<file path="src/rtl/ldm_seq_pkg.sv">
`timescale 1ns/1ps
package ldm_seq_pkg;

  typedef enum logic [1:0] {
    MODE_INC_AFTER  = 2'd0,
    MODE_INC_BEFORE = 2'd1,
    MODE_DEC_AFTER  = 2'd2,
    MODE_DEC_BEFORE = 2'd3
  } walkMode_e;

  typedef enum logic [1:0] {
    ST_IDLE = 2'd0,
    ST_RUN  = 2'd1,
    ST_FIN  = 2'd2
  } seqState_e;

  // Strobes from control to datapath
  typedef struct packed {
    logic load;     // capture request, compute start and end values
    logic advance;  // retire the current transfer
  } seqCtrl_t;

endpackage

</file>
<file path="src/rtl/ldm_seq_popcnt.sv">
`timescale 1ns/1ps
module ldm_seq_popcnt #(
  parameter int WIDTH = 16,
  localparam int CNT_W = $clog2(WIDTH + 1)
) (
  input  logic [WIDTH-1:0] vec,
  output logic [CNT_W-1:0] count
);
  always_comb begin
    count = '0;
    for (int i = 0; i < WIDTH; i++) begin
      count = count + CNT_W'(vec[i]);
    end
  end
endmodule

</file>
<file path="src/rtl/ldm_seq_prio.sv">
`timescale 1ns/1ps
module ldm_seq_prio #(
  parameter int WIDTH = 16,
  localparam int IDX_W = (WIDTH > 1) ? $clog2(WIDTH) : 1
) (
  input  logic [WIDTH-1:0] vec,
  output logic [IDX_W-1:0] lowIdx
);
  // lowest set bit wins: scan from the top so the last hit is the lowest
  always_comb begin
    lowIdx = '0;
    for (int i = WIDTH - 1; i >= 0; i--) begin
      if (vec[i]) lowIdx = IDX_W'(i);
    end
  end
endmodule

</file>
<file path="src/rtl/ldm_seq_dpath.sv">
`timescale 1ns/1ps
module ldm_seq_dpath
  import ldm_seq_pkg::*;
#(
  parameter int ADDR_W     = 32,
  parameter int REG_COUNT  = 16,
  parameter int STEP_BYTES = 4,
  localparam int IDX_W = (REG_COUNT > 1) ? $clog2(REG_COUNT) : 1,
  localparam int CNT_W = $clog2(REG_COUNT + 1)
) (
  input  logic                 clk,
  input  logic                 rstN,
  input  seqCtrl_t             ctrl,
  input  logic [ADDR_W-1:0]    baseAddr,
  input  logic [REG_COUNT-1:0] regMask,
  input  logic [1:0]           mode,
  input  logic                 wbEnIn,
  output logic                 listEmpty,
  output logic                 lastPending,
  output logic [IDX_W-1:0]     curReg,
  output logic [ADDR_W-1:0]    curAddr,
  output logic [ADDR_W-1:0]    wbValue,
  output logic                 wbEnHeld
);

  localparam logic [ADDR_W-1:0] STEP = ADDR_W'(STEP_BYTES);

  logic [REG_COUNT-1:0] pend;
  logic [REG_COUNT-1:0] pendDrop;
  logic [CNT_W-1:0]     setCount;
  logic [ADDR_W-1:0]    span;
  logic [ADDR_W-1:0]    startAddr;
  logic [ADDR_W-1:0]    endBase;

  ldm_seq_popcnt #(.WIDTH(REG_COUNT)) u_cnt (
    .vec   (regMask),
    .count (setCount)
  );

  ldm_seq_prio #(.WIDTH(REG_COUNT)) u_prio (
    .vec    (pend),
    .lowIdx (curReg)
  );

  assign span      = ADDR_W'(setCount) * STEP;
  assign listEmpty = (regMask == '0);
  assign pendDrop  = pend & (pend - REG_COUNT'(1));
  assign lastPending = (pend != '0) && (pendDrop == '0);

  // Start and final base; every mode ends up walking upward
  always_comb begin
    case (walkMode_e'(mode))
      MODE_INC_AFTER: begin
        startAddr = baseAddr;
        endBase   = baseAddr + span;
      end
      MODE_INC_BEFORE: begin
        startAddr = baseAddr + STEP;
        endBase   = baseAddr + span;
      end
      MODE_DEC_AFTER: begin
        startAddr = baseAddr - span + STEP;
        endBase   = baseAddr - span;
      end
      default: begin
        startAddr = baseAddr - span;
        endBase   = baseAddr - span;
      end
    endcase
  end

  always_ff @(posedge clk or negedge rstN) begin
    if (!rstN) begin
      pend     <= '0;
      curAddr  <= '0;
      wbValue  <= '0;
      wbEnHeld <= 1'b0;
    end else if (ctrl.load) begin
      pend     <= regMask;
      curAddr  <= startAddr;
      wbValue  <= endBase;
      wbEnHeld <= wbEnIn;
    end else if (ctrl.advance) begin
      pend     <= pendDrop;
      curAddr  <= curAddr + STEP;
    end
  end

endmodule

</file>
<file path="src/rtl/ldm_seq_ctrl.sv">
`timescale 1ns/1ps
module ldm_seq_ctrl
  import ldm_seq_pkg::*;
(
  input  logic     clk,
  input  logic     rstN,
  input  logic     startValid,
  input  logic     listEmpty,
  input  logic     lastPending,
  input  logic     xferReady,
  output seqCtrl_t ctrl,
  output logic     xferValid,
  output logic     done,
  output logic     busy
);

  seqState_e state, nextState;

  always_ff @(posedge clk or negedge rstN) begin
    if (!rstN) state <= ST_IDLE;
    else       state <= nextState;
  end

  always_comb begin
    nextState = state;
    ctrl      = '0;
    xferValid = 1'b0;
    done      = 1'b0;
    case (state)
      ST_IDLE: begin
        if (startValid) begin
          ctrl.load = 1'b1;
          nextState = listEmpty ? ST_FIN : ST_RUN;
        end
      end
      ST_RUN: begin
        xferValid = 1'b1;
        if (xferReady) begin
          ctrl.advance = 1'b1;
          if (lastPending) nextState = ST_FIN;
        end
      end
      ST_FIN: begin
        done      = 1'b1;
        nextState = ST_IDLE;
      end
      default: nextState = ST_IDLE;
    endcase
  end

  assign busy = (state != ST_IDLE);

endmodule

</file>
<file path="src/rtl/ldm_seq.sv">
`timescale 1ns/1ps
module ldm_seq
  import ldm_seq_pkg::*;
#(
  parameter int ADDR_W     = 32,
  parameter int REG_COUNT  = 16,
  parameter int STEP_BYTES = 4,
  localparam int IDX_W = (REG_COUNT > 1) ? $clog2(REG_COUNT) : 1
) (
  input  logic                 clk,
  input  logic                 rstN,
  input  logic                 startValid,
  input  logic [ADDR_W-1:0]    baseAddr,
  input  logic [REG_COUNT-1:0] regMask,
  input  logic [1:0]           mode,
  input  logic                 wbEn,
  output logic                 xferValid,
  input  logic                 xferReady,
  output logic [IDX_W-1:0]     xferReg,
  output logic [ADDR_W-1:0]    xferAddr,
  output logic                 done,
  output logic                 wbValid,
  output logic [ADDR_W-1:0]    wbValue,
  output logic                 busy
);

  seqCtrl_t ctrl;
  logic     listEmpty;
  logic     lastPending;
  logic     wbEnHeld;

  ldm_seq_ctrl u_ctrl (
    .clk         (clk),
    .rstN        (rstN),
    .startValid  (startValid),
    .listEmpty   (listEmpty),
    .lastPending (lastPending),
    .xferReady   (xferReady),
    .ctrl        (ctrl),
    .xferValid   (xferValid),
    .done        (done),
    .busy        (busy)
  );

  ldm_seq_dpath #(
    .ADDR_W     (ADDR_W),
    .REG_COUNT  (REG_COUNT),
    .STEP_BYTES (STEP_BYTES)
  ) u_dpath (
    .clk         (clk),
    .rstN        (rstN),
    .ctrl        (ctrl),
    .baseAddr    (baseAddr),
    .regMask     (regMask),
    .mode        (mode),
    .wbEnIn      (wbEn),
    .listEmpty   (listEmpty),
    .lastPending (lastPending),
    .curReg      (xferReg),
    .curAddr     (xferAddr),
    .wbValue     (wbValue),
    .wbEnHeld    (wbEnHeld)
  );

  assign wbValid = done & wbEnHeld;

endmodule

</file>
<file path="config.mk">
export PLATFORM = sky130hd
export DESIGN_NAME = ldm_seq
export DESIGN_NICKNAME = d
export VERILOG_FILES = /design/src/rtl/ldm_seq_pkg.sv /design/src/rtl/ldm_seq_popcnt.sv /design/src/rtl/ldm_seq_prio.sv /design/src/rtl/ldm_seq_dpath.sv /design/src/rtl/ldm_seq_ctrl.sv /design/src/rtl/ldm_seq.sv
export SDC_FILE = /design/constraint.sdc
export NUM_CORES = 1
export LEC_CHECK = 0
export BUFFER_PORTS_ARGS = -buffer_cell sky130_fd_sc_hd__buf_2
export CAP_MARGIN = 10
export CORE_ASPECT_RATIO = 0.5
export CORE_UTILIZATION = 45
export DETAILED_ROUTE_END_ITERATION = 10
export HOLD_SLACK_MARGIN = 0.03
export PLACE_DENSITY = 0.77
export SETUP_SLACK_MARGIN = 0.2
export SYNTH_ARGS = -nofsm -noshare
export SYNTH_HDL_FRONTEND = slang
export SYNTH_SLANG_ARGS = --single-unit
</file>
<file path="constraint.sdc">
create_clock -name clk -period 6.2 [get_ports clk]
set_input_delay 1.24 -clock clk [delete_from_list [all_inputs] [get_ports clk]]
set_output_delay 1.24 -clock clk [all_outputs]
set_load 0.02 [all_outputs]
</file>
==> results of run 1 <==
-- area by class of cell --
| cell class | count | share of cell area (%) |
|---|---|---|
| Multi-Input combinational cell | 876 | 56.4 |
| Timing Repair Buffer | 309 | 18.8 |
| Sequential cell | 83 | 18.0 |
| Tap cell | 234 | 2.54 |
| Clock buffer | 10 | 1.99 |
| Inverter | 53 | 1.84 |
| Clock inverter | 6 | 0.348 |
-- what timing repair did --
item                       in CTS  in global routing
buffers inserted               23                 11
pin swaps                      36                 54
gates resized for setup       109                100
setup endpoints to repair      50                 52
-- cells in the mapped netlist, drive strengths merged (15+ instances only) --
master,instances
inv,52
nand2,140
nand3,34
clkbuf,63
nand4,20
nor4,32
xnor2,64
nor2,99
ha,23
o21ai,85
o22ai,18
a21oi,80
a31oi,15
dfrtp,83
and3,15
xor2,39
nor3,28
a211oi,19
-- per-stage QoR --
| step | TNS, ps | util (%) | worst slack (ps) | power, mW |
|---|---|---|---|---|
| finish | -11440 | 65.8 | -535 | 5.01 |
| global route | -17740 | 65.8 | -714 | 5.37 |
| CTS | -11340 | 63.0 | -508 | 4.76 |
| detailed placement | -28830 | 58.1 | -1170 | 4.01 |
| global placement | -26750 | 58.1 | -1110 | 3.94 |
| floorplan | -6140 | - | -571 | 2.90 |
-- layer usage --
layer | share of wire [%] | vias up | global-route usage, % | wire [um]
met5 | 0 | - | 0 | 0
met4 | 1.6 | 0 | 6.84 | 477
met3 | 11 | 41 | 9.47 | 3380
met2 | 42 | 451 | 47.4 | 13000
met1 | 45 | 4466 | 48.1 | 13800
li1 | - | 4361 | - | -
-- critical path, delay by kind of cell --
kind / cells / cell delay [ps]
adders and majority gates: 7 / 2860
and+or+nand+nor: 8 / 2250
AOI/OAI and AO/OA: 2 / 260
xor gates and xnor gates: 1 / 170
buffers and inverters: 3 / 150
-- power breakdown --
group | leakage [nW] | internal [mW] | switching, mW | total (mW)
combinational | 3.78 | 1.50 | 1.96 | 3.45
sequential | 1.02 | 0.797 | 0.247 | 1.04
clock | 0.133 | 0.272 | 0.245 | 0.517
-- registers in the layout, indices dropped and copies added (netlist names) --
signal and count:
u_ctrl.state 2, u_dpath.pend 16, u_dpath.wbValue 32, u_dpath.wbEnHeld 1
u_dpath.curAddr 32
-- worst paths after layout --
check	startpoint	to	slack, ps	cells past startpoint
max in group asynchronous	rstN	u_dpath.wbValue[16]	4390	1
worst min register to register	u_dpath.wbEnHeld	u_dpath.wbEnHeld	470	2
worst max-delay path	regMask[0]	u_dpath.curAddr[30]	-530	21
worst min-delay path	u_dpath.wbEnHeld	u_dpath.wbEnHeld	470	2
worst max register to register	u_ctrl.state[1]	u_dpath.curAddr[25]	2840	9
min in group asynchronous	rstN	u_dpath.pend[2]	1110	1
-- cells by family (layout without fill, tap and decap cells) --
group / after synthesis / in the layout / share of synthesized area, %
muxes: 7 / 7 / 0.897
AOI/OAI and AO/OA: 294 / 294 / 23.0
and+or+nand+nor: 436 / 436 / 27.0
buffers and inverters: 120 / 378 / 5.66
DFF: 83 / 83 / 25.7
xor gates and xnor gates: 103 / 103 / 11.1
adders and majority gates: 36 / 36 / 6.65
==> metrics.md, run 1 <==
| Metric | Value |
|---|---|
| Critical path peak fanout | 5 |
| # fillers | 1453 |
| Clk sink count | 83 |
| Total number of vias | 9319 |
| DRC | 0 |
| Average size of a mapped cell | 7.50 sq um |
| Crit-path cells | buf_8 -> inv_4 -> fa_1 -> fa_1 -> fa_1 -> fa_1 -> inv_1 -> ha_2 -> fa_2 -> a21o_1 -> and2_4 -> ha_4 -> nor2b_4 -> or4_4 -> or3_4 -> xor2_4 -> nor4_4 -> nand4_4 -> or4_4 -> nand3_2 -> a22oi_1 |
| Finished Layout Cells | 1571 |
| Yosys Warn Count | 0 |
| EDFF count, synth | 0 |
| Seq/Total Area, Yosys | 25.7% |
| IO Count | 127 |
| Vias per cell | 5.93 |
| Critical Path Most Common Cell | fa_1 |
| Clk root buf | clkbuf_16 |
| Synth top area cells | dfrtp_1, xnor2_1, nand2_1, o21ai_0, a21oi_1 |
| DIE AREA | 0.0186 sq mm |
| Post-Syn Area | 0.00809 sq mm |
| Nets | 1422 |
| Arr. time, crit path | 6940 ps |
| PortBufs | 126 |
| Top cell type's share of synthesized area | 25.7% |
| Area Growth Syn to Fin | 42.2% |
| Rows | 34 |
| Final Cycle Share | 109% |
| Status | finished, violations left |
| Fmax | 148 MHz |
| H-tree Lvls | 3 |
| Area of the multi-input gates | 0.00649 sq mm |
| Most common cell after layout, fill and taps aside | buf_4 |
| Core ar. | 0.0175 sq mm |
| Max VDD drop | 0.336 mV |
| Netlist cell types | 78 |
| Maxcap violations | 0 |
| Hold WS | 469 ps |
| CP endpoint kind | flip-flop |
| Antenna Nets Post-Route | 0 |
| WL/cell | 19.5 um |
| CTS Buf Count | 9 |
| Fin worst setup slack | -535 ps |
| Reg area | 0.00208 sq mm |
| Syn_nets | 1169 |
| Clock transition at path regs | 70 ps |
| Deepest clock path buffer count | 2 |
| Final setup vio count | 33 |
| Ys async rst share | 100% |
| Hold Path Class | reg2reg |
| RSZ-0062 raised after global routing | yes |
| Worst-skew pair later-pin latency | 360 ps |
| Tot GR Track Use | 32.8% |
| Overflow left after global routing | 0 |
| Vias in the first global route | 8748 |
| Fraction of layout cells with a size suffix above 1 | 37.7% |
| Placer congestion estimate | 1.02 |
| P_leak | 4.93 nW |
| PwrDens | 436 mW/mm^2 |
| Slowest CP cell | fa_1 |
| Worst Tran Pin Value | 1200 ps |
| Kind of critical path | in2reg |
| Max-slew violations | 0 |
| Final instance area | 0.0115 sq mm |
| Final Hold Fails | 0 |
| Final Skew | 10.5 ps |
| CTS tree | built |
| Post-Route WL | 30600 um |
| Post-synth top flop | dfrtp_1 |
| Failing checks | setup timing |
| Area post-placement | 0.0102 sq mm |
| Die Span X | 192 um |
| Commonest non-fill, non-tap cells in the layout | buf_4, nand2_1, buf_2 |
| Initial DRC count | 976 |
| CP Launch Type | primary input |
| Post-CTS Hold Buffers | 0 |
| # diodes | 0 |
| Drt pass-1 iters | 7 |
| Die H | 96.8 um |
| First-pass GRT wire length | 47400 um |
| #FFs+latches synth | 83 |
| Dominant cell type by area after synthesis | dfrtp_1 |
| Initial antenna violation count | 0 |
| Min Clock Period, post-route | 6730 ps |
| Largest net degree at the start of global routing | 84 |
| CP Data Required Time | 6410 ps |
| Max incr delay on CP | 580 ps |
| Post-Synthesis Cells | 1079 |
| Placed cell count | 1521 |
| Initial core utilization | 46.3% |
| HPWL after detailed placement | 22200 um |
| Max-slew headroom | 19.4% |
Power figures use the tool's default switching activity.
==> inputs of run 2 (changes only) <==
- CORE_ASPECT_RATIO: 0.5 -> 0.6
- PLACE_DENSITY: 0.77 -> 0.66
==> metrics.md, run 2 (same netlist as run 1, synthesis figures left out) <==
| Metric | Value |
|---|---|
| Nets | 1425 |
| Max-slew violations | 0 |
| Failing checks | setup timing |
| Critical path peak fanout | 5 |
| Critical Path Most Common Cell | fa_1 |
| Commonest non-fill, non-tap cells in the layout | buf_4, nand2_1, buf_2 |
| DIE AREA | 0.0185 sq mm |
| Overflow left after global routing | 0 |
| IO Count | 127 |
| Clk root buf | clkbuf_16 |
| Worst path top cell family by delay | adder cells |
| Final Hold Fails | 0 |
| Crit-path cells | buf_8 -> inv_4 -> fa_1 -> fa_1 -> fa_2 -> fa_1 -> inv_2 -> ha_4 -> fa_2 -> a21o_1 -> and2_4 -> ha_4 -> nor2b_4 -> or4_4 -> or3_4 -> xor2_4 -> nor4_4 -> nand4_4 -> buf_6 -> nor3b_4 -> xnor2_1 -> o221ai_1 |
| Rows | 37 |
| Reg area | 0.00208 sq mm |
| Area Growth Syn to Fin | 47.6% |
| Die H | 106 um |
| Arr. time, crit path | 6970 ps |
| Clock transition at path regs | 60 ps |
| Antenna Nets Post-Route | 0 |
| P_leak | 5.07 nW |
| Largest net degree at the start of global routing | 84 |
| CTS Buf Count | 9 |
| Core ar. | 0.0174 sq mm |
| # diodes | 0 |
| Slowest CP cell | fa_1 |
| HPWL after detailed placement | 24200 um |
| Min Clock Period, post-route | 6780 ps |
| Kind of critical path | in2reg |
| Clk sink count | 83 |
| RSZ-0062 raised after global routing | yes |
| CTS tree | built |
| PwrDens | 447 mW/mm^2 |
| Vias in the first global route | 8232 |
| Initial DRC count | 1252 |
| Area of the multi-input gates | 0.00686 sq mm |
| First-pass GRT wire length | 48300 um |
| Biggest registers after layout | u_dpath.curAddr: 32 flops, u_dpath.wbValue: 32 flops, u_dpath.pend: 16 flops |
| Deepest clock path buffer count | 2 |
| CP endpoint kind | flip-flop |
| Initial antenna violation count | 2 |
| WL/cell | 21.1 um |
| H-tree Lvls | 3 |
| Maxcap violations | 0 |
| DRC | 0 |
| Status | finished, violations left |
| CP Launch Type | primary input |
| Final Skew | 11.8 ps |
| Worst path bufs/invs | 4 |
| Worst-skew pair later-pin latency | 360 ps |
| Post-Route WL | 33300 um |
| Most common cell after layout, fill and taps aside | buf_4 |
| Worst Tran Pin Value | 1300 ps |
| Hold Path Class | reg2reg |
| Core Util, Final | 68.8% |
| Max VDD drop | 0.369 mV |
| Max-slew headroom | 12.4% |
| # fillers | 1398 |
| Drt pass-1 iters | 7 |
| PortBufs | 126 |
| CP Data Required Time | 6390 ps |
| Fmax | 147 MHz |
| Tot GR Track Use | 34.4% |
| Final Cycle Share | 109% |
| Total number of vias | 9535 |
| Fraction of layout cells with a size suffix above 1 | 39.8% |
| Initial core utilization | 46.6% |
| Final setup vio count | 28 |
| Fin worst setup slack | -582 ps |
| Placer congestion estimate | 1.08 |
| Final TNS setup | -11010 ps |
| Vias per cell | 6.06 |
| Die Span X | 175 um |
| Max incr delay on CP | 560 ps |
## run 2: changes by cell type in the layout (fill, tap and decap cells not counted), moves of 4 or more
cell	delta
buf_4	-10
xnor2_1	-5
xnor2_2	+4
xor2_2	+5
xor2_1	-7
buf_6	+17
## run 2: metal layers
layer  track usage [%]  routed length (um)  vias up
met4              5.16                 314        0
met1              56.8               16100     4564
met5                 0                   0        -
met2              38.7               12100      579
met3              14.9                4800       28
li1                  -                   -     4364
## run 2: worst paths after layout
| path | from | to | slack, ps | cells after the start |
|---|---|---|---|---|
| setup / recovery | regMask[9] | u_dpath.curAddr[26] | -580 | 22 |
| hold / removal | u_dpath.wbValue[0] | u_dpath.wbValue[0] | 480 | 2 |
| setup reg to reg | u_ctrl.state[1] | u_dpath.curAddr[25] | 2550 | 9 |
| hold reg to reg | u_dpath.wbValue[0] | u_dpath.wbValue[0] | 480 | 2 |
| max in group asynchronous | rstN | u_dpath.curAddr[19] | 4300 | 2 |
| min in group asynchronous | rstN | u_dpath.pend[8] | 660 | 1 |
## run 2: area by class of cell
cell class              count  share of cell area [%]
well taps                 234                    2.45
flip-flops and latches     83                    17.4
inverters                  53                    1.75
repair buffers            312                    18.4
clock inverters             5                   0.513
clock buffers              10                    2.00
multi-input cells         876                    57.5
## run 2: per-stage QoR
step / power (mW) / hold slack [ps] / setup WS [ps] / cell area (sq um) / instances
after detailed placement: 4.03 / 461 / -877 / 10100 / 1515
after floorplan: 2.90 / 437 / -571 / 8380 / 1079
after global placement: 3.99 / 452 / -852 / 10100 / 1515
after CTS: 4.84 / 479 / -470 / 10900 / 1549
final: 5.34 / 475 / -582 / 11900 / 1573
after global routing: 5.67 / 500 / -728 / 11900 / 1573
## run 2: report_power, final
part	leakage (nW)	internal (mW)	switching (mW)	total [mW]
logic	3.90	1.61	2.10	3.71
registers	1.02	0.796	0.261	1.06
clock network	0.149	0.324	0.245	0.569
## run 2: timing repair
action | 4_1_cts | 5_1_grt
gates resized for setup | 84 | 189
hold buffers | 0 | 0
setup buffers | 19 | 24
hold endpoints to repair | 0 | 0
setup endpoints to repair | 45 | 52
pin swaps | 32 | 82
## run 2: worst reg2reg max path: cells and delay by family, from the launching register on
family / cells / cell delay, ps
and+or+nand+nor: 7 / 2740
DFF: 1 / 400
AOI/OAI and AO/OA: 1 / 190
xor gates and xnor gates: 1 / 150
